[src/rtl/fdc_wake_pkg.sv]
// Shared offsets, bit positions and select type for the wake gate.
// Assumes an eight-register window aligned on an eight-byte boundary.
package fdc_wake_pkg;

    localparam int OFS_W          = 3;
    localparam int MOTORS         = 4;
    localparam int DOUT_NRST_BIT  = 2;
    localparam int DOUT_MOTOR_LSB = 4;
    localparam int RATE_SWRST_BIT = 7;
    localparam int RATE_PDOWN_BIT = 6;

    typedef enum logic [OFS_W-1:0] {
        OFS_STAT_A    = 3'd0,
        OFS_STAT_B    = 3'd1,
        OFS_OUT_CTL   = 3'd2,
        OFS_GAP3      = 3'd3,
        OFS_STAT_RATE = 3'd4,
        OFS_DATA      = 3'd5,
        OFS_GAP6      = 3'd6,
        OFS_DIN_CFG   = 3'd7
    } ofs_e;

    typedef struct packed {
        logic stat_a;
        logic stat_b;
        logic out_ctl;
        logic stat_rate;
        logic data;
        logic din_cfg;
    } sel_t;

endpackage

[src/rtl/fdc_addr_decode.sv]
// Address decoder: flags a hit on the eight-byte window at BASE and gives
// one select per implemented register. The status-byte selects exist only
// in the PS/2-style map. Purely combinational.
module fdc_addr_decode
    import fdc_wake_pkg::*;
#(
    parameter int               ADDR_W = 8,
    parameter logic [ADDR_W-1:0] BASE  = 8'hF0
) (
    input  logic [ADDR_W-1:0] host_addr,
    input  logic              ps2_mode,
    output logic              hit,
    output logic [OFS_W-1:0]  ofs,
    output sel_t              sel
);

    localparam int HI_W = ADDR_W - OFS_W;

    // Window compare and per-register selects.
    always_comb begin
        hit           = (host_addr[ADDR_W-1:OFS_W] == BASE[ADDR_W-1:OFS_W]);
        ofs           = host_addr[OFS_W-1:0];
        sel.stat_a    = hit && ps2_mode && (ofs == OFS_STAT_A);
        sel.stat_b    = hit && ps2_mode && (ofs == OFS_STAT_B);
        sel.out_ctl   = hit && (ofs == OFS_OUT_CTL);
        sel.stat_rate = hit && (ofs == OFS_STAT_RATE);
        sel.data      = hit && (ofs == OFS_DATA);
        sel.din_cfg   = hit && (ofs == OFS_DIN_CFG);
    end

    if (HI_W < 1) begin : g_bad_width
        initial $error("ADDR_W must exceed OFS_W");
    end

endmodule

[src/rtl/fdc_wake_ctrl.sv]
// Sleep/wake controller. Decides from register select and written bits
// whether an access wakes the controller, enters sleep on a powerdown
// request, and pulses wake_pulse for one clock on each exit from sleep.
// Assumes strobes last one cycle per access.
module fdc_wake_ctrl
    import fdc_wake_pkg::*;
(
    input  logic              clk,
    input  logic              rst_n,
    input  sel_t              sel,
    input  logic              host_rd,
    input  logic              host_wr,
    input  logic [MOTORS-1:0] motor_bits,
    input  logic              nrst_bit,
    input  logic              swrst_bit,
    input  logic              pdown_bit,
    output logic              asleep,
    output logic              wake_pulse
);

    logic wake_req;
    logic sleep_req;

    // Wake and sleep request terms.
    always_comb begin
        wake_req  = ((host_rd || host_wr) && sel.data)
                 || (host_wr && sel.out_ctl && ((|motor_bits) || !nrst_bit))
                 || (host_wr && sel.stat_rate && swrst_bit);
        sleep_req = host_wr && sel.stat_rate && pdown_bit && !swrst_bit;
    end

    // Sleep flag and one-clock wake pulse.
    always_ff @(posedge clk) begin
        if (!rst_n) begin
            asleep     <= 1'b0;
            wake_pulse <= 1'b0;
        end else begin
            wake_pulse <= asleep && wake_req;
            if (wake_req)       asleep <= 1'b0;
            else if (sleep_req) asleep <= 1'b1;
        end
    end

endmodule

[src/rtl/fdc_retain_reg.sv]
// Retained register: a shadow that takes every write (masked to its
// implemented bits) and an applied copy that follows the shadow only on
// edges where the controller was awake.
module fdc_retain_reg #(
    parameter int           W    = 8,
    parameter logic [W-1:0] MASK = '1
) (
    input  logic         clk,
    input  logic         rst_n,
    input  logic         wr_en,
    input  logic [W-1:0] wdata,
    input  logic         asleep,
    output logic [W-1:0] shadow_q,
    output logic [W-1:0] live_q
);

    // Shadow capture of host writes.
    always_ff @(posedge clk) begin
        if (!rst_n)     shadow_q <= '0;
        else if (wr_en) shadow_q <= wdata & MASK;
    end

    // Applied copy, frozen during sleep.
    always_ff @(posedge clk) begin
        if (!rst_n)       live_q <= '0;
        else if (!asleep) live_q <= shadow_q;
    end

endmodule

[src/rtl/fdc_wake_gate.sv]
// Top of the low-power wake gate. Decodes the host window, serves reads,
// retains writes made during sleep, and drives the wake/sleep outputs and
// the drive-side enable. Assumes single-cycle strobes, never both at once.
module fdc_wake_gate
    import fdc_wake_pkg::*;
#(
    parameter logic [7:0] BASE = 8'hF0
) (
    input  logic       clk,
    input  logic       rst_n,
    input  logic       ps2_mode,
    input  logic [7:0] host_addr,
    input  logic       host_rd,
    input  logic       host_wr,
    input  logic [7:0] host_wdata,
    output logic [7:0] host_rdata,
    input  logic [7:0] sra_in,
    input  logic [7:0] srb_in,
    input  logic [7:0] msr_in,
    input  logic [7:0] dir_in,
    input  logic [7:0] fifo_rdata,
    output logic       fifo_rd,
    output logic       fifo_wr,
    output logic       asleep,
    output logic       wake_pulse,
    output logic       drive_en,
    output logic [7:0] dor_q,
    output logic [7:0] dsr_q,
    output logic [7:0] ccr_q
);

    localparam int         DW        = 8;
    localparam logic [7:0] RATE_MASK = 8'h3F;
    localparam logic [7:0] CFG_MASK  = 8'h03;

    logic             hit;
    logic [OFS_W-1:0] ofs;
    sel_t             sel;
    logic [DW-1:0]    dor_shadow;
    logic [DW-1:0]    dsr_shadow;
    logic [DW-1:0]    ccr_shadow;

    fdc_addr_decode #(.ADDR_W(DW), .BASE(BASE)) u_dec (
        .host_addr (host_addr),
        .ps2_mode  (ps2_mode),
        .hit       (hit),
        .ofs       (ofs),
        .sel       (sel)
    );

    fdc_wake_ctrl u_ctl (
        .clk        (clk),
        .rst_n      (rst_n),
        .sel        (sel),
        .host_rd    (host_rd),
        .host_wr    (host_wr),
        .motor_bits (host_wdata[DOUT_MOTOR_LSB +: MOTORS]),
        .nrst_bit   (host_wdata[DOUT_NRST_BIT]),
        .swrst_bit  (host_wdata[RATE_SWRST_BIT]),
        .pdown_bit  (host_wdata[RATE_PDOWN_BIT]),
        .asleep     (asleep),
        .wake_pulse (wake_pulse)
    );

    fdc_retain_reg #(.W(DW), .MASK('1)) u_dor (
        .clk      (clk),
        .rst_n    (rst_n),
        .wr_en    (host_wr && sel.out_ctl),
        .wdata    (host_wdata),
        .asleep   (asleep),
        .shadow_q (dor_shadow),
        .live_q   (dor_q)
    );

    fdc_retain_reg #(.W(DW), .MASK(RATE_MASK)) u_dsr (
        .clk      (clk),
        .rst_n    (rst_n),
        .wr_en    (host_wr && sel.stat_rate),
        .wdata    (host_wdata),
        .asleep   (asleep),
        .shadow_q (dsr_shadow),
        .live_q   (dsr_q)
    );

    fdc_retain_reg #(.W(DW), .MASK(CFG_MASK)) u_ccr (
        .clk      (clk),
        .rst_n    (rst_n),
        .wr_en    (host_wr && sel.din_cfg),
        .wdata    (host_wdata),
        .asleep   (asleep),
        .shadow_q (ccr_shadow),
        .live_q   (ccr_q)
    );

    // Read data mux over the decoded window.
    always_comb begin
        host_rdata = '1;
        if (hit) begin
            case (ofs_e'(ofs))
                OFS_STAT_A:    host_rdata = sel.stat_a ? sra_in : '1;
                OFS_STAT_B:    host_rdata = sel.stat_b ? srb_in : '1;
                OFS_OUT_CTL:   host_rdata = dor_shadow;
                OFS_STAT_RATE: host_rdata = msr_in;
                OFS_DATA:      host_rdata = fifo_rdata;
                OFS_DIN_CFG:   host_rdata = dir_in;
                default:       host_rdata = '1;
            endcase
        end
    end

    // Data port strobes and drive-side enable.
    always_comb begin
        fifo_rd  = host_rd && sel.data;
        fifo_wr  = host_wr && sel.data;
        drive_en = !asleep;
    end

    logic unused_ok;
    assign unused_ok = ^{dsr_shadow, ccr_shadow};

endmodule

[config.mk]
export PLATFORM = sky130hd
export DESIGN_NAME = fdc_wake_gate
export DESIGN_NICKNAME = d
export VERILOG_FILES = /design/src/rtl/fdc_wake_pkg.sv /design/src/rtl/fdc_addr_decode.sv /design/src/rtl/fdc_wake_ctrl.sv /design/src/rtl/fdc_retain_reg.sv /design/src/rtl/fdc_wake_gate.sv
export SDC_FILE = /design/constraint.sdc
export NUM_CORES = 1
export LEC_CHECK = 0
export BUFFER_PORTS_ARGS = -buffer_cell sky130_fd_sc_hd__buf_2
export CORE_ASPECT_RATIO = 1.4
export CORE_MARGIN = 2
export CORE_UTILIZATION = 44
export CTS_CLUSTER_SIZE = 40
export DETAILED_ROUTE_END_ITERATION = 10
export GPL_ROUTABILITY_DRIVEN = 0
export GPL_TIMING_DRIVEN = 0
export PLACE_DENSITY = 0.78
export SETUP_SLACK_MARGIN = 0.02
export SYNTH_ARGS = -nofsm -noshare
export SYNTH_HDL_FRONTEND = slang
export SYNTH_SLANG_ARGS = --single-unit
[constraint.sdc]
create_clock -name clk -period 2.2 [get_ports clk]
set_input_delay 0.33 -clock clk [delete_from_list [all_inputs] [get_ports clk]]
set_output_delay 0.33 -clock clk [all_outputs]
set_load 0.01 [all_outputs]
After elaboration in Yosys (flattened, before gate mapping)
Index checks and enable logic that the tools add are counted.
- bits in registers: 34
- bits of input ports: 61
- output and inout bits: 37
- logic and storage cells: 47
- equality and inequality tests: 6
- muxes and demuxes: 4
- bitwise logic cells: 1
- reductions and logical operators: 28
- operators by type and width (cell ; count):
    8-bit one-hot mux with 6 select lines ; 1
    8-bit two-way mux ; 3
    1-bit logical AND ; 18
    3-bit == test (second input constant) ; 3
    5-bit == test (second input constant) ; 1
    1-bit logical OR ; 4
    4-bit OR reduction ; 1
    3-bit by 1-bit == test with 1-bit output (second input constant) ; 1
    3-bit by 2-bit == test with 1-bit output (second input constant) ; 1
    1-bit zero test ; 3
    3-bit zero test ; 1
    2-bit OR reduction ; 1
    1-bit NOT ; 1

Depth between registers and ports, before layout
- depth in word-level cells: 7
- depth in mapped cells: 6
- gate-level depth less buffers: 4

Modules after synthesis
Synthesis repeated with hierarchy kept, for this count alone.
- cell total of the unflattened synthesis: 234
- area total of the unflattened synthesis: 2139.6 µm²
- by module, submodules not included (module ; instances ; cells an instance ; area each (µm²) ; sequential area each (µm²)):
    fdc_retain_reg at u_dor ; 1 ; 51 ; 608.1 ; 320.3
    fdc_wake_gate ; 1 ; 85 ; 571.8 ; 0.0
    fdc_retain_reg at u_dsr ; 1 ; 44 ; 496.7 ; 240.2
    fdc_retain_reg at u_ccr ; 1 ; 25 ; 239.0 ; 80.1
    fdc_addr_decode ; 1 ; 17 ; 118.9 ; 0.0
    fdc_wake_ctrl ; 1 ; 12 ; 105.1 ; 40.0

Worst setup path before layout
OpenSTA, ideal clock, no wires.
- path type: input to output
- from: input host_addr[0]
- to: output host_rdata[6]
- data arrival time: 1413 ps
- required time: 1870 ps
- path slack: 457 ps
- cell stages on the path: 5
- buffers on the path: 1
- cells stage by stage: clkbuf_1 -> mux2_2 -> nand2_1 -> o21ai_0 -> a211o_1
- longest elaborated chain between the ends: 5
- elaborated cells on any way between the ends: 12
- classes of those cells: eq/ne: 5; mux: 4; reduce/logical: 3
- ends and longest elaborated chain (item ; line ; source):
    from (decl) ; fdc_wake_gate.sv:12 ; input logic [7:0] host_addr,
    3-bit by 1-bit == test with 1-bit output or 3-bit zero test (tied branches) ; fdc_addr_decode.sv:24, fdc_wake_gate.sv:99, fdc_addr_decode.sv:23 ;
    1-bit logical AND (on tied branches) ; fdc_addr_decode.sv:24, fdc_addr_decode.sv:23 ;
    8-bit two-way mux (on tied branches) ; fdc_wake_gate.sv:101, fdc_wake_gate.sv:100 ;
    8-bit one-hot mux with 6 select lines * ; fdc_wake_gate.sv:99 ; case (ofs_e'(ofs))
    8-bit two-way mux * ; fdc_wake_gate.sv:98 ; if (hit) begin
    to (decl) ; fdc_wake_gate.sv:16 ; output logic [7:0] host_rdata,
Mark *: on every way between the ends. The rest lies on a longest branch, timed or not.

Final worst setup path
- from: input host_addr[2]
- to: output host_rdata[1]
Same word-level chain as after synthesis.

==> results.cfg <==
[yosys]
syn_area_per_cell_um2 = 8.33
synth.ff_latch_count = 34
post_synth_inst_count = 233
ys_dominant_reg_cell = sky130_fd_sc_hd__dfxtp_1
netlist_area_um2 = 1940
yosys-top-cells-area = sky130_fd_sc_hd__dfxtp_1, sky130_fd_sc_hd__mux2i_1, sky130_fd_sc_hd__nor2b_1
synth.yosys.seq_area_share_pct = 35.1
ys.warnings.count = 0
post-synth-top-area-cell = sky130_fd_sc_hd__dfxtp_1
yosysUniqueCellTypes = 37
count_of_flip_flops_with_a_built_in_enable_after_synthesis = 0
synth.top_cell.area_share_pct = 35.1
async_flop_share_pct = 0

[timing]
maxSlewViolCount = 0
grt_setup_unrepaired = false
period_share_pct = 90.0
finalHoldWorstSlack_ps = 286
timing.final.crit_period_ps = 1980
finalHoldViolCount = 0
totalNegativeSetupSlack_ps = 0
max_freq_ghz = 0.505
skew_ps = 6.06
timing.final.setup_violations = 0
max_slew.worst_pin.slew_ps = 625
timing.slew.headroom_pct = 57.9

[die]
rows = 28
die_width_um = 60.1
num_io_pins = 98
dieHeight_um = 82.6
design.core.area_um2 = 4240
floorplan.die_area_um2 = 4970
start_util_pct = 45.8

[finish]
area_occupied_by_registers_um2 = 681
multi_input_comb_area_um2 = 1150
diodes = 0
area_delta_synth_final_pct = 33.3
final_common_cell = sky130_fd_sc_hd__buf_2
proportion_of_layout_cells_with_a_drive_suffix_above_1_pct = 33.4
nets = 393
most-common-layout-cells = sky130_fd_sc_hd__buf_2, sky130_fd_sc_hd__mux2i_1, sky130_fd_sc_hd__dfxtp_1, sky130_fd_sc_hd__nand2_1, sky130_fd_sc_hd__nor2b_1
nFillCells = 397

[power_and_ir_drop]
pwr_density_cell_nw_per_um2 = 533
cellLeakagePower_uw = 0.00110
ir_drop_uv = 252

[route]
wl_um = 4680
vias_per_cell = 4.89
final_antenna_net_count = 0
dr_total_vias = 1918
detail_route.first_pass.iterations = 4
wire_per_inst_um = 11.9
dr.first_iter.drc_count = 59
drc = 0

[critical_path]
crit_path_max_fanout = 10
cp.arrival_ps = 1650
timing_worst_setup_path_type = in -> out
reg2reg_depth = 4
endpoint_kind = output pin
worstPathRequired_ps = 1870
cp-start-kind = primary input

[clocking]
clkSlewWorstSetupHoldPaths_ps = 60
tritoncts_clock_tree = yes
ctsRootBufferMaster = sky130_fd_sc_hd__clkbuf_8
cts_inserted_buffers = 5
holdBufCountCts = 0
clock_latency_ps = 280
numClockSinks = 34
cts_htree_levels = 2
clk_path_buf_depth = 2

[placed_design]
place.port_buffers = 87
place.detailed.hpwl_um = 3810

[grt]
largest_net_degree_at_the_start_of_global_routing = 11
first_global_vias = 1796
global_route.overflow_total = 0
grt_pass1_wl_um = 7930
antenna_found_initial = 0
track_usage_pct = 21.2

[status]
status = finished clean

[run]
maxcap_viol_count = 0

[min_path]
min_path_type = in -> reg
hold_path_depth = 3
## worst max-delay path, stage by stage
cell and delay (ps):
sky130_fd_sc_hd__buf_2 120, sky130_fd_sc_hd__clkbuf_1 350, sky130_fd_sc_hd__clkbuf_1 350, sky130_fd_sc_hd__o21ai_0 150
sky130_fd_sc_hd__nand2_1 90, sky130_fd_sc_hd__nand4_1 80, sky130_fd_sc_hd__buf_2 170
## synthesized netlist by cell type (2+ instances only)
master,count
sky130_fd_sc_hd__o21ai_1,6
sky130_fd_sc_hd__and3_1,2
sky130_fd_sc_hd__nor3_1,5
sky130_fd_sc_hd__buf_4,8
sky130_fd_sc_hd__nand4_1,5
sky130_fd_sc_hd__nor2b_1,28
sky130_fd_sc_hd__clkbuf_1,11
sky130_fd_sc_hd__dfxtp_1,34
sky130_fd_sc_hd__o211ai_1,2
sky130_fd_sc_hd__nand3_1,12
sky130_fd_sc_hd__buf_2,4
sky130_fd_sc_hd__nand2_1,31
sky130_fd_sc_hd__o22ai_1,3
sky130_fd_sc_hd__mux2i_1,36
sky130_fd_sc_hd__inv_1,6
sky130_fd_sc_hd__a211oi_1,2
sky130_fd_sc_hd__o21ai_0,12
sky130_fd_sc_hd__a21oi_1,2
sky130_fd_sc_hd__nor2_1,4
sky130_fd_sc_hd__nand2b_1,3
## state kept, by name (all words and copies together) (netlist names)
| signal | count |
|---|---|
| u_dsr.live_q | 6 |
| u_ccr.live_q | 2 |
| u_ctl.asleep | 1 |
| u_ctl.wake_pulse | 1 |
| u_dor.live_q | 8 |
| u_dsr.shadow_q | 6 |
| u_dor.shadow_q | 8 |
| u_ccr.shadow_q | 2 |
## power by group
group	leakage (µW)	total [µW]	switching, µW	internal [µW]
sequential	0.000274	616	0.343	616
combinational	0.000772	188	95.7	92.4
clock	0.0000573	574	212	362
total	0.00110	1380	308	1070
## area by class of cell
type | instances | share of cell area, %
Buffer | 21 | 4.45
Clock buffer | 6 | 3.19
Clock inverter | 1 | 1.16
Inverter | 6 | 0.870
Multi-Input combinational cell | 177 | 44.3
Sequential cell | 34 | 26.3
Tap cell | 60 | 2.90
Timing Repair Buffer | 87 | 16.8
## repair_timing
item / CTS / global route
buffers inserted: 0 / 0
endpoints found under the hold margin: 0 / 0
resized for setup: 0 / 3
endpoints found under the setup margin: 0 / 8
## through the flow
| stage | setup WS (ps) | instances | total power, µW | util (%) | area, µm² |
|---|---|---|---|---|---|
| 2_1_floorplan | 457 | 240 | 740 | - | 1970 |
| 3_3_place_gp | 74.7 | 387 | 816 | 58.4 | 2480 |
| 3_5_place_dp | 55.9 | 387 | 818 | 58.4 | 2480 |
| 4_1_cts | 54.0 | 394 | 1390 | 61.1 | 2590 |
| 5_1_grt | 79.7 | 392 | 1440 | 61.0 | 2590 |
| 6_report | 220 | 392 | 1380 | 61.0 | 2590 |
## cells by family (layout without fill, tap and decap cells)
group	Yosys count	after routing	share of synthesized area [%]
flops	34	34	35.1
xor+xnor	1	1	0.451
other cells	1	8	0.193
buf+inv	29	121	7.41
mux	37	37	19.1
simple gates	98	98	27.2
compound gates	33	33	10.5
## path summary, 6_finish.rpt
path	slack, ps	to	from
setup / recovery	220	host_rdata[1]	host_addr[2]
hold / removal	290	u_dsr.shadow_q[3]	host_wdata[3]
setup reg to reg	870	u_dor.live_q[5]	u_ctl.asleep
hold reg to reg	450	u_dsr.shadow_q[4]	u_dsr.shadow_q[4]
## layer usage
metal | up-vias | GRT usage, % | wire (µm)
met3 | 8 | 5.14 | 320
met4 | 0 | 10.7 | 92
met1 | 838 | 22.8 | 1830
met5 | - | 0 | 0
met2 | 82 | 37.6 | 2440
li1 | 990 | - | -
Power figures use the tool's default switching activity.
